## src/rtl/skip_adder.sv

```systemverilog
module skip_adder #(
  parameter int W = 16,
  parameter int G = 4
) (
  input  logic [W-1:0] x,
  input  logic [W-1:0] y,
  input  logic         ci,
  output logic [W-1:0] s,
  output logic         co
);
  localparam int NG = W / G;

  // reject a group size that does not divide the width
  if (W % G != 0) begin : g_bad_split
    $error("skip_adder: W must be a multiple of G");
  end

  logic          k;
  logic          grp_in;
  logic          grp_top;
  logic          all_p;
  logic          p;
  logic [NG-1:0] skip;

  always_comb begin
    k       = ci;
    grp_in  = 1'b0;
    grp_top = 1'b0;
    all_p   = 1'b0;
    p       = 1'b0;
    s       = '0;
    for (int g = 0; g < NG; g++) begin
      grp_in = k;
      all_p  = 1'b1;
      for (int j = 0; j < G; j++) begin
        p            = x[g*G+j] ^ y[g*G+j];
        s[g*G+j]     = p ^ k;
        a_r2_bit_sum: assert (s[g*G+j] == (x[g*G+j] ^ y[g*G+j] ^ k));
        k            = (x[g*G+j] & y[g*G+j]) | (x[g*G+j] & k) | (y[g*G+j] & k);
        all_p        = all_p & p;
      end
      grp_top = k;
      skip[g] = all_p;
      // under full propagation the ripple result already equals the group input
      a_r3_skip_consistent: assert (!all_p || grp_top == grp_in);
      k = all_p ? grp_in : grp_top;
      // without full propagation the handed-on carry is the top cell's
      a_r4_ripple_used: assert (all_p || k == grp_top);
    end
    co = k;
    a_r1_total: assert ({co, s} == ({1'b0, x} + {1'b0, y} + {{W{1'b0}}, ci}));
    a_r7_zero: assert (!(x == '0 && y == '0 && !ci) || ({co, s} == '0));
  end
endmodule

```

## config.mk

```make
export PLATFORM = sky130hd
export DESIGN_NAME = skip_adder
export DESIGN_NICKNAME = d
export VERILOG_FILES = /design/src/rtl/skip_adder.sv
export SDC_FILE = /design/constraint.sdc
export NUM_CORES = 1
export LEC_CHECK = 0
export BUFFER_PORTS_ARGS = -buffer_cell sky130_fd_sc_hd__buf_4
export CORE_MARGIN = 2
export CORE_UTILIZATION = 38
export DETAILED_ROUTE_END_ITERATION = 6
export PLACE_DENSITY = 0.81
export SLEW_MARGIN = 20
export SYNTH_ARGS = -nofsm -noshare
export SYNTH_HDL_FRONTEND = slang
export SYNTH_SLANG_ARGS = --single-unit
```

## constraint.sdc

```tcl
create_clock -name vclk -period 11.2
set_input_delay 2.24 -clock vclk [all_inputs]
set_output_delay 2.24 -clock vclk [all_outputs]
set_load 0.02 [all_outputs]
```

==> results.cfg, run 1 <==
[sta]
max_freq_mhz = 90.7
period_minus_slack_ps = 11030
count_of_final_max_slew_check_failures = 0
worstMarginPinSlew_ps = 184
slew_headroom_pct = 87.8
timing_hold_violations_final = 0
unrepaired_setup_endpoints_after_global_routing = true
finalCritPeriodShare_pct = 98.5
finalSetupViolations = 0
hold_slack_ps = 4890
finalSetupTns_ps = 0

[power]
combPwrFrac_pct = 100.0
share_clk_of_total_power_pct = 0
internal_power_mw = 0.0374
power_mw = 0.0767
power.density_nw_per_um2 = 67.5
net_switching_share_of_the_total_power_pct = 51.2
vdd_ir_drop_max_uv = 41.3
p_sw_mw = 0.0393
p_leak_nw = 0.583
power.sequential.fraction_pct = 0

[global_routing]
antenna_found_initial = 0
globalRouteOverflowTotal = 0
first_global_vias = 678
grt_util_all_layers_pct = 16.4
wire_length_of_the_first_global_routing_pass_um = 2550
grt_max_degree = 4

[detailed_routing]
post_drt_via_cell_ratio = 4.73
route.detailed.drc = 0
drt_wirelength_um = 1560
detailedRoute.firstIterationViolations = 3
antenna_left = 0
drtPass1Iterations = 3
wire_per_inst_um = 12.2
vias = 606

[yosys]
cell_type_with_the_highest_aggregate_area_in_the_netlist = fa_1
netlist_instances = 55
synth_common_cells = fa_1, ha_1, inv_1, nand4_1, nor2_1
synthesis.nets = 120
netlist-cell-type-count = 11
synth.yosys.warnings = 0
synth_area_leaders = fa_1, ha_1, inv_1, nand4_1, mux2_4
total_standard_cell_area_after_synthesis_um2 = 643
netlist.area_leader.share_pct = 49.8
synth-seq-area-share_pct = 0
post_synth.cell_area_avg_um2 = 11.7

[finish]
insertedDiodeCount = 0
finish.net_count = 179
synthToLayoutAreaGrowth_pct = 76.7
layout.cells.non_filler = 128
sequential_cell_total = 0
final_area_um2 = 1140
clock_buffers = 0
seq_area_um2 = 0
drive_above_1_share_pct = 68.8

[floorplan]
die_w_um = 45.1
io_pins = 50
start_util_pct = 41.7
coreArea_um2 = 1540
placementRows = 14
die_area_um2 = 2040
die_y_um = 45.1

[clock_network]
cts_hold_buffers = 0

[placed_design]
placed_cell_area_um2 = 1090
buffer_ports.inserted = 50
hpwl_um = 1460
placed_cells = 127
place_congestion = 0.712

[setup_path]
start_kind = input port
worstPathMaxFanout = 2
critical_path_required_ps = 8960
crit_end_category = primary output
worst-setup-path-type = in2out
crit_arrival_ps = 8790

[min_path]
hold_end = s[1]
hold_depth = 3
worst_hold_path_type = in2out
worst_hold_startpoint = x[1]

[job]
number_of_max_capacitance_violations_reported = 0

[status]
run_status = completed
power by group through the flow:
stage | clock network (mW) | registers (mW) | logic (mW)
6_report | 0 | 0 | 0.0767
4_1_cts | 0 | 0 | 0.0770
2_1_floorplan | 0 | 0 | 0.0418
3_5_place_dp | 0 | 0 | 0.0746
5_1_grt | 0 | 0 | 0.0843
3_3_place_gp | 0 | 0 | 0.0724
how the worst max path moves through the flow:
stage / start / to / slack [ps]
after detailed placement: y[0] / s[15] / -460
after floorplan: y[0] / s[15] / 3
final: y[0] / s[15] / 170
after global placement: y[0] / s[15] / -340
after global routing: y[0] / s[15] / -70
after CTS: y[0] / s[15] / 20
repair_timing:
| action | CTS | global route |
|---|---|---|
| resized for setup | 11 | 5 |
| setup buffers | 1 | 0 |
| pin swaps | 0 | 1 |
| endpoints found under the setup margin | 3 | 2 |
final cells by class:
cell class                      instances  area [um^2]
Multi-Input combinational cell         46          654
Timing Repair Buffer                   57          428
Fill cell                             110          405
Inverter                                9         33.8
Tap cell                               16         20.0
per-layer routing:
| layer | up-vias | track usage [%] | wire, um |
|---|---|---|---|
| met5 | - | 0 | 0 |
| met4 | 0 | 0 | 0 |
| met3 | 0 | 3.60 | 204 |
| met2 | 35 | 35.7 | 895 |
| met1 | 283 | 15.9 | 460 |
| li1 | 288 | - | - |
cells in the final DEF, fill, tap and decap left out:
cell and instances:
buf_4 57, ha_1 16, fa_2 14, inv_1 7
nand4_1 4, nor2_1 2, nand2_1 2, inv_2 2
fa_1 2, mux2_4 1, a41oi_2 1, nor2_2 1
o21ai_2 1, a21oi_1 1, a22oi_1 1
kinds of logic after synthesis:
group / after synthesis / synth area share [%]
adders and majority gates: 32 / 80.9
buffers and inverters: 9 / 5.25
AOI/OAI and AO/OA: 4 / 4.67
and+or+nand+nor: 9 / 6.81
muxes: 1 / 2.33
through the flow:
stage	setup slack, ps	util (%)
final	169	73.7
after global placement	-343	70.8
after detailed placement	-464	70.8
after floorplan	2.89	-
after global routing	-74.2	73.7
after CTS	22.4	73.1
worst max-delay path, stage by stage:
cell and delay, ps:
buf_4 110, inv_1 70, fa_1 170, inv_1 50
fa_2 330, fa_2 350, fa_2 340, mux2_4 290
fa_2 340, fa_2 340, fa_2 340, fa_2 340
a41oi_2 190, nor2_2 60, fa_2 330, fa_2 340
fa_2 340, fa_2 340, nand2_1 70, nand2_1 70
fa_2 340, fa_2 350, fa_2 350, inv_2 70
fa_1 420, inv_2 60, buf_4 130
Note: power is estimated with default switching activity, not from simulation.
==> run 2, diff against run 1 <==
==> config.mk (replaced) <==
export PLATFORM = sky130hd
export DESIGN_NAME = skip_adder
export DESIGN_NICKNAME = d
export VERILOG_FILES = /design/src/rtl/skip_adder.sv
export SDC_FILE = /design/constraint.sdc
export NUM_CORES = 1
export LEC_CHECK = 0
export CORE_AREA = 2 2 39 41
export DETAILED_ROUTE_END_ITERATION = 6
export DIE_AREA = 0 0 41 43
export DONT_BUFFER_PORTS = 1
export PLACE_DENSITY = 0.66
export SKIP_LAST_GASP = 1
export SLEW_MARGIN = 20
export SYNTH_ARGS = -nofsm -noshare
export SYNTH_HDL_FRONTEND = slang
export SYNTH_SLANG_ARGS = --single-unit
==> run 2 against run 1 <==
First-iteration DRC count did not move. Utilization fell by 23 points. Worst hold slack got worse by 160 ps. Clock-buffer cell count did not move. Critical path depth fell by 2. Non-clock buffer count fell by 56. Sequential share of layout area did not move. Combinational power fell by 36%. Power fell by 36%.
==> results.cfg, run 2 (synthesis gave the netlist of run 1 again) <==
[status]
run_status = completed

[power]
power_mw = 0.0488
vdd_ir_drop_max_uv = 34.0
p_leak_nw = 0.319
power.density_nw_per_um2 = 69.3

[finish]
seq_area_um2 = 0
finish.net_count = 123
final_core_density_pct = 50.8
synthToLayoutAreaGrowth_pct = 9.34
layout.cells.non_filler = 72
insertedDiodeCount = 0
final_area_um2 = 703
layout.cells.most_common_list = ha_1, fa_2, inv_1
drive_above_1_share_pct = 26.8
layout.cells.most_common = ha_1
clock_buffers = 0
sequential_cell_total = 0

[job]
number_of_max_capacitance_violations_reported = 0

[setup_path]
worstPathMaxFanout = 2
critical_path_required_ps = 8960
crit_arrival_ps = 8720
cp-startpoint = y[0]
worst-setup-path-type = in2out
start_kind = input port
master_of_the_slowest_instance_on_the_critical_path = fa_1
crit_end_category = primary output
critical-path-max-stage-delay_ps = 420
path_common_cell = fa_2

[min_path]
worst_hold_startpoint = x[6]
hold_end = s[6]
worst_hold_path_type = in2out
hold_depth = 1

[sta]
max_freq_mhz = 91.2
hold_slack_ps = 4730
worst_slack_ps = 236
finalSetupTns_ps = 0
unrepaired_setup_endpoints_after_global_routing = false
finalSetupViolations = 0
count_of_final_max_slew_check_failures = 0
period_minus_slack_ps = 10960
worstMarginPinSlew_ps = 218
finalCritPeriodShare_pct = 97.9
slew_headroom_pct = 85.4
timing_hold_violations_final = 0

[global_routing]
grt_max_degree = 4
globalRouteOverflowTotal = 0
antenna_found_initial = 0
wire_length_of_the_first_global_routing_pass_um = 1520
first_global_vias = 393
grt_util_all_layers_pct = 11.9

[detailed_routing]
drtPass1Iterations = 3
detailedRoute.firstIterationViolations = 3
antenna_left = 0
route.detailed.drc = 0
wire_per_inst_um = 14.6
post_drt_via_cell_ratio = 5.38
vias = 387
drt_wirelength_um = 1050

[floorplan]
die_w_um = 41
placementRows = 14
coreArea_um2 = 1380
io_pins = 50
start_util_pct = 46.5
die_y_um = 43
die_area_um2 = 1760

[placed_design]
placement.setup.worst_slack_ps = -279
buffer_ports.inserted = 0
placed_cells = 72
place_congestion = 0.613
hpwl_um = 1020
placed_cell_area_um2 = 678

[clock_network]
post-cts-setup-buffers = 0
-- run 2: worst max path at each step --
stage	to	slack, ps	cells after the start
4_1_cts	s[15]	40	25
6_report	s[15]	240	25
3_3_place_gp	s[15]	-220	25
3_5_place_dp	s[15]	-280	25
2_1_floorplan	s[15]	3	25
5_1_grt	s[15]	2	25
-- run 2: cell type report --
cell class	instances	area [um^2]
Fill cell	119	681
Multi-Input combinational cell	46	642
Inverter	9	33.8
Tap cell	16	20.0
Timing Repair Buffer	1	7.51
-- run 2: power by group --
part | total [mW] | internal (mW) | switching (mW)
Clock | 0 | 0 | 0
Combinational | 0.0488 | 0.0197 | 0.0291
Sequential | 0 | 0 | 0
Total | 0.0488 | 0.0197 | 0.0291
-- run 2: layer usage --
layer | routed length, um | track usage [%]
met3 | 106 | 1.05
met5 | 0 | 0
met4 | 0 | 0
met2 | 620 | 24.4
met1 | 323 | 12.3
-- run 2: timing repair --
action | 4_1_cts | 5_1_grt
endpoints found under the setup margin | 2 | 1
pin swaps | 0 | 0
resized for setup | 7 | 3
hold buffers | 0 | 0
-- run 2: worst max-delay path, delay by kind of cell --
kind | cells | cell delay [ps]
AO/OA/AOI/OAI | 1 | 180
adder cells (fa/ha/maj) | 16 | 5510
buffers and inverters | 4 | 300
multiplexers | 1 | 280
AND/OR/NAND/NOR | 3 | 210
